### src/rtl/ecc_fsr_pkg.sv
package ecc_fsr_pkg;
  localparam int unsigned NUM_FLAGS = 2;
  localparam int unsigned SGL_POS   = 0;
  localparam int unsigned DBL_POS   = 1;

  typedef logic [NUM_FLAGS-1:0] flag_vec_t;
endpackage

### src/rtl/ecc_fsr_rst_sync.sv
module ecc_fsr_rst_sync #(
  parameter int unsigned STAGES = 2
) (
  input  logic clk_i,
  input  logic arst_ni,
  output logic rst_no
);
  localparam int unsigned LAST = STAGES - 1;

  logic [LAST:0] sync_q;

  // Reset asserts at once and is released only after STAGES clock edges.
  always_ff @(posedge clk_i or negedge arst_ni) begin
    if (!arst_ni) sync_q <= '0;
    else          sync_q <= {sync_q[LAST-1:0], 1'b1};
  end

  assign rst_no = sync_q[LAST];
endmodule

### src/rtl/ecc_fsr_capture.sv
module ecc_fsr_capture
  import ecc_fsr_pkg::*;
(
  input  logic      clk_i,
  input  logic      rst_ni,
  input  logic      sgl_fault_i,
  input  logic      dbl_fault_i,
  input  logic      collide_i,
  input  logic      ign_sgl_i,
  output flag_vec_t set_o
);
  flag_vec_t set_d;
  flag_vec_t set_q;

  // A collision raises both flags. A parity fault raises one flag only,
  // and the double fault takes precedence over the single fault.
  always_comb begin
    set_d          = '0;
    set_d[DBL_POS] = dbl_fault_i | collide_i;
    set_d[SGL_POS] = collide_i | (sgl_fault_i & ~ign_sgl_i & ~dbl_fault_i);
  end

  always_ff @(posedge clk_i or negedge rst_ni) begin
    if (!rst_ni) set_q <= '0;
    else         set_q <= set_d;
  end

  assign set_o = set_q;

  // without a collision, the pending stage never holds both sets.
  a_r5_parity_exclusive: assert property (@(posedge clk_i) disable iff (!rst_ni)
    !collide_i |=> (set_o != 2'b11));

  // a masked single fault leaves no pending single set.
  a_r7_ignore_single: assert property (@(posedge clk_i) disable iff (!rst_ni)
    (sgl_fault_i && ign_sgl_i && !collide_i) |=> !set_o[SGL_POS]);
endmodule

### src/rtl/ecc_fsr_flags.sv
module ecc_fsr_flags
  import ecc_fsr_pkg::*;
(
  input  logic      clk_i,
  input  logic      rst_ni,
  input  flag_vec_t set_i,
  input  logic      wr_en_i,
  input  flag_vec_t wr_bits_i,
  output flag_vec_t flags_o
);
  flag_vec_t flag_q;

  for (genvar g = 0; g < NUM_FLAGS; g++) begin : g_flag
    logic clr;
    logic flag_d;
    logic flag_en;

    always_comb begin
      clr     = wr_en_i & wr_bits_i[g];
      flag_en = set_i[g] | clr;
      // The set term is ORed in last, so a set wins over a clear.
      flag_d  = set_i[g] | (flag_q[g] & ~clr);
    end

    always_ff @(posedge clk_i or negedge rst_ni) begin
      if (!rst_ni)      flag_q[g] <= 1'b0;
      else if (flag_en) flag_q[g] <= flag_d;
    end

    // a pending set always leaves the flag high, even with a clear.
    a_r9_set_wins: assert property (@(posedge clk_i) disable iff (!rst_ni)
      set_i[g] |=> flag_q[g]);

    // without a set or a write-1 clear, the flag holds its value.
    a_r3_hold_without_clear: assert property (@(posedge clk_i) disable iff (!rst_ni)
      (!set_i[g] && !(wr_en_i && wr_bits_i[g])) |=> (flag_q[g] == $past(flag_q[g])));
  end

  assign flags_o = flag_q;
endmodule

### src/rtl/ecc_fsr_top.sv
module ecc_fsr_top
  import ecc_fsr_pkg::*;
#(
  parameter int unsigned DATA_W      = 8,
  parameter int unsigned SYNC_STAGES = 2
) (
  input  logic              clk_i,
  input  logic              rst_ni,
  input  logic              sgl_fault_i,
  input  logic              dbl_fault_i,
  input  logic              collide_i,
  input  logic              ign_sgl_i,
  input  logic [1:0]        irq_en_i,
  input  logic              wr_en_i,
  input  logic [DATA_W-1:0] wr_data_i,
  output logic [DATA_W-1:0] rd_data_o,
  output logic              irq_dbl_o,
  output logic              irq_sgl_o
);
  localparam int unsigned PAD_W = DATA_W - NUM_FLAGS;

  logic      rst_n_s;
  flag_vec_t set_q;
  flag_vec_t flags;
  logic      unused_wr_hi;

  ecc_fsr_rst_sync #(.STAGES(SYNC_STAGES)) u_rst_sync (
    .clk_i   (clk_i),
    .arst_ni (rst_ni),
    .rst_no  (rst_n_s)
  );

  ecc_fsr_capture u_capture (
    .clk_i       (clk_i),
    .rst_ni      (rst_n_s),
    .sgl_fault_i (sgl_fault_i),
    .dbl_fault_i (dbl_fault_i),
    .collide_i   (collide_i),
    .ign_sgl_i   (ign_sgl_i),
    .set_o       (set_q)
  );

  ecc_fsr_flags u_flags (
    .clk_i     (clk_i),
    .rst_ni    (rst_n_s),
    .set_i     (set_q),
    .wr_en_i   (wr_en_i),
    .wr_bits_i (wr_data_i[NUM_FLAGS-1:0]),
    .flags_o   (flags)
  );

  // The unimplemented write bits are dropped on purpose.
  assign unused_wr_hi = ^wr_data_i[DATA_W-1:NUM_FLAGS];

  assign rd_data_o = {{PAD_W{1'b0}}, flags};
  assign irq_dbl_o = flags[DBL_POS] & irq_en_i[1];
  assign irq_sgl_o = flags[SGL_POS] & irq_en_i[0];

  // the unimplemented bits always read as zero.
  a_r1_upper_zero: assert property (@(posedge clk_i) disable iff (!rst_n_s)
    rd_data_o[DATA_W-1:NUM_FLAGS] == '0);

  // an unmasked single fault shows at bit 0 one clock after capture.
  a_r4_single_latency: assert property (@(posedge clk_i) disable iff (!rst_n_s)
    (sgl_fault_i && !ign_sgl_i && !dbl_fault_i) |=> ##1 rd_data_o[SGL_POS]);

  // a collision sets both flags one clock after capture.
  a_r6_collision_both: assert property (@(posedge clk_i) disable iff (!rst_n_s)
    collide_i |=> ##1 (rd_data_o[NUM_FLAGS-1:0] == 2'b11));

  // a disabled interrupt never asserts.
  a_r10_irq_gated: assert property (@(posedge clk_i) disable iff (!rst_n_s)
    (!irq_en_i[1] |-> !irq_dbl_o) and (!irq_en_i[0] |-> !irq_sgl_o));
endmodule

### config.mk
export PLATFORM = sky130hd
export DESIGN_NAME = ecc_fsr_top
export DESIGN_NICKNAME = d
export VERILOG_FILES = /design/src/rtl/ecc_fsr_pkg.sv /design/src/rtl/ecc_fsr_rst_sync.sv /design/src/rtl/ecc_fsr_capture.sv /design/src/rtl/ecc_fsr_flags.sv /design/src/rtl/ecc_fsr_top.sv
export SDC_FILE = /design/constraint.sdc
export NUM_CORES = 1
export LEC_CHECK = 0
export CAP_MARGIN = 20
export CORE_AREA = 2 2 39 41
export DETAILED_ROUTE_END_ITERATION = 8
export DIE_AREA = 0 0 41 43
export GPL_TIMING_DRIVEN = 1
export PLACE_DENSITY = 0.62
export SLEW_MARGIN = 10
export SYNTH_ARGS = -nofsm -noshare
export SYNTH_HDL_FRONTEND = slang
export SYNTH_SLANG_ARGS = --single-unit
### constraint.sdc
create_clock -name clk_i -period 1.35 [get_ports clk_i]
set_clock_uncertainty 0.1 [all_clocks]
set_input_delay 0.405 -clock clk_i [delete_from_list [all_inputs] [get_ports clk_i]]
set_output_delay 0.405 -clock clk_i [all_outputs]
set_load 0.005 [all_outputs]
Word-level counts from Yosys, hierarchy flattened
Cells that the tools add are included.
{"block": "word_totals", "inputBits": 17, "out_inout_bits": 10, "reg_bits": 6}
{"block": "classes", "n_bitwise": 18}
{"operator": "1-bit AND", "n": 8}
{"operator": "1-bit OR", "n": 6}
{"operator": "1-bit inverter", "n": 4}

Longest topological paths before layout
{"block": "depth", "word_depth": 4, "depth_mapped": 2}

Modules after synthesis
Synthesis repeated with hierarchy kept, for this count alone.
{"block": "hier_totals", "cells_unflattened": 23, "hier_area_um2": 257.7}
{"module": "ecc_fsr_flags", "n_inst": 1, "area_per_inst_um2": 72.6, "cells_each": 6}
{"module": "ecc_fsr_capture", "n_inst": 1, "area_per_inst_um2": 70.1, "cells_each": 5}
{"module": "ecc_fsr_top", "n_inst": 1, "area_per_inst_um2": 61.3, "cells_each": 9}
{"module": "ecc_fsr_rst_sync", "n_inst": 1, "area_per_inst_um2": 53.8, "cells_each": 3}

Worst setup path after synthesis
OpenSTA, ideal clock, no wires.
{"block": "synth_path", "path_kind": "input-to-output", "start": "input irq_en_i[1]", "end": "output irq_dbl_o", "t_arrival_ps": 548, "path_buffers": 0, "setup_slack_ps": 297, "cell_stages": 1, "cell_sequence": "and2_1"}
{"block": "synth_via", "elab_chain_cells": 1}
{"item": "start: declaration", "line_no": "ecc_fsr_top.sv:13", "source": "input logic [1:0] irq_en_i,"}
{"item": "1-bit AND", "line_no": "ecc_fsr_top.sv:56", "source": "assign irq_dbl_o = flags[DBL_POS] & irq_en_i[1];"}
{"item": "end: declaration", "line_no": "ecc_fsr_top.sv:17", "source": "output logic irq_dbl_o,"}
Every way passes these cells.

Final worst setup path
{"block": "layout_path", "start": "register u_flags.flag_q[0], in the netlist u_flags.flags_o[0]", "end": "output irq_sgl_o"}
{"block": "layout_via", "elab_chain_cells": 1}
{"item": "start: declaration", "line_no": "ecc_fsr_flags.sv:11", "source": "flag_vec_t flag_q;"}
{"item": "start signal: indexed assignment", "line_no": "ecc_fsr_flags.sv:27", "source": "else if (flag_en) flag_q[g] <= flag_d;"}
{"item": "1-bit AND", "line_no": "ecc_fsr_top.sv:57", "source": "assign irq_sgl_o = flags[SGL_POS] & irq_en_i[0];"}
{"item": "end: declaration", "line_no": "ecc_fsr_top.sv:18", "source": "output logic irq_sgl_o"}
Every way passes these cells.

==> impl_metrics.tcl <==
set metrics [dict create \
    finalWorstSetupSlack_ns -0.122 \
    antenna_found_initial 0 \
    die-area_sq_mm 0.00176 \
    rows 14 \
    io_buffer_count 14 \
    syn_area_per_cell_sq_um 11.2 \
    rrSetupSlack_ns 0.27 \
    finalHoldViolations 0 \
    r2r_end "u_flags.flags_o[1]" \
    power_leakage_nw 0.216 \
    rsz0062_at_grt "yes" \
    die-width_um 41 \
    antenna_cells 0 \
    areaGrowthSynthToFinish_pct 81.6 \
    startpoint "u_flags.flags_o[0]" \
    grt_pass1_wl_um 759 \
    netlist_instances 23 \
    worstSetupStartpointType "flop" \
    drc_errors 0 \
    vias 208 \
    crit_fanout 2 \
    dr.pass1.iters 3 \
    grt_start_max_net_pins 5 \
    rr_startpoint "u_flags.flags_o[1]" \
    final_nets 64 \
    grt_use_total_pct 7.09 \
    seq_area_frac_synth_pct 58.3 \
    root_buffer "clkbuf_4" \
    yosysWarnings 0 \
    power_w 0.000428 \
    drv_cap 0 \
    critPathKind "flop to primary output" \
    gp_congestion 0.538 \
    drt_iter0_markers 1 \
    fmax_mhz 679 \
    utilization_pct 33.8 \
    worst-r2r-cell-count 4 \
    violations "negative setup slack" \
    htree_levels 1 \
    clock-sinks 6 \
    dp_hpwl_um 325 \
    power.density_mw_per_mm2 914 \
    slew_violations 0 \
    clk_pin_slew_ns 0.04 \
    outcome "finished, violations left" \
    end_kind "primary output" \
    die-height_um 43 \
    finalSetupViolations 3 \
    period_minus_slack_ns 1.47 \
    vdd_drop_max_uv 292 \
    routed_wirelength_um 465 \
    ant_nets 0 \
    drive_above_1_share_pct 31.1 \
    clk_latency_ns 0.24 \
    routed_via_density 3.41 \
    fin_crit_sh_pct 109 \
    grt_pass1_vias 190 \
    cts_tree "yes" \
    wl_per_cell_um 7.62 \
    io_pins 27 \
    ys_top_cells_by_area "dfrtp_1, buf_4, a21o_1" \
    synthesis.area_sq_um 258 \
    synth_top_area_share_pct 58.3 \
    numCtsBuffers 3 \
    arrival_ns 0.97 \
    grt_remaining_overflow 0 \
    cts_max_path_buffers 2 \
    start_util_pct 18.6 \
    cp.required_ns 0.85 \
    fill_cells 146 \
    hold_path.class "input pin to async pin" \
    ys_ff_latch 6 \
    synth_top_cell_by_area "dfrtp_1" \
    core-area_sq_mm 0.00138 \
    yosysUniqueCellTypes 9 \
]
## where the power goes
| group | leakage, nW | total, W | internal, W | switching [W] |
|---|---|---|---|---|
| clock network | 0.0138 | 0.000158 | 0.000100 | 0.0000579 |
| logic | 0.138 | 0.0000756 | 0.0000545 | 0.0000211 |
| registers | 0.0639 | 0.000194 | 0.000190 | 0.00000398 |
## repair_timing
action / in CTS / in global routing
gates resized for setup: 14 / 6
buffers inserted: 4 / 1
endpoints found under the hold margin: 4 / 0
hold buffers: 1 / 0
setup endpoints to repair: 4 / 4
pin swaps: 2 / 2
## Yosys cell counts
master and count:
a21o_1 2, and2_1 2, buf_4 6, conb_1 2
dfrtp_1 6, nand2_1 2, nor3b_1 1, or2_1 1
or2_2 1
## cell type report
class | count | area [sq um] | area share, %
Clock buffer | 3 | 22.5 | 4.81
Multi-Input combinational cell | 16 | 86.3 | 18.4
Sequential cell | 6 | 150 | 32.1
Timing Repair Buffer | 20 | 189 | 40.4
Tap cell | 16 | 20.0 | 4.28
## cell families after synthesis
family / Yosys count / share of synthesized area [%]
simple gates: 7 / 15.5
buf+inv: 6 / 17.5
compound gates: 2 / 5.82
other cells: 2 / 2.91
flops: 6 / 58.3
## cells in the final DEF, fill, tap and decap left out, drive strengths merged
cell type	n
and2	2
dfrtp	6
dlygate4sd3	1
nand2	2
or2	2
nor3b	1
dlygate4sd2	3
clkbuf	4
buf	7
clkdlybuf4s50	8
conb	7
a21o	2
## critical path: stages (launching register included)
cell and delay [ns]:
dfrtp_1 0.38, buf_6 0.12, and2_4 0.12, buf_6 0.10
## worst max-delay path by stage
stage / to / slack [ns] / cells after the start
after detailed placement: irq_sgl_o / -0.61 / 3
after CTS: irq_sgl_o / -0.15 / 3
after floorplan: irq_dbl_o / 0.30 / 1
after global placement: irq_sgl_o / -0.61 / 3
final: irq_sgl_o / -0.12 / 3
after global routing: irq_dbl_o / -0.17 / 3
## registers in the layout, summed over array words and instances, names as in the netlist
register / count
u_capture.set_o: 2
u_flags.flags_o: 2
u_rst_sync.sync_q: 2
## metrics by stage
step	setup TNS (ns)	hold WS, ns	instances	setup slack [ns]	instance area, sq um
floorplan	0	-0.0597	28	0.297	277
global placement	-1.21	-0.0447	52	-0.605	392
detailed placement	-1.22	-0.0369	52	-0.611	392
CTS	-0.409	0.223	60	-0.154	447
global route	-0.420	0.233	61	-0.166	468
finish	-0.279	0.230	61	-0.122	468
## per-layer routing
metal | track usage, % | part of all wire [%]
met5 | 0 | 0
met1 | 7.26 | 35
met3 | 4.19 | 19
met4 | 8.00 | 0
met2 | 8.75 | 45
Note: power is estimated with default switching activity, not from simulation.
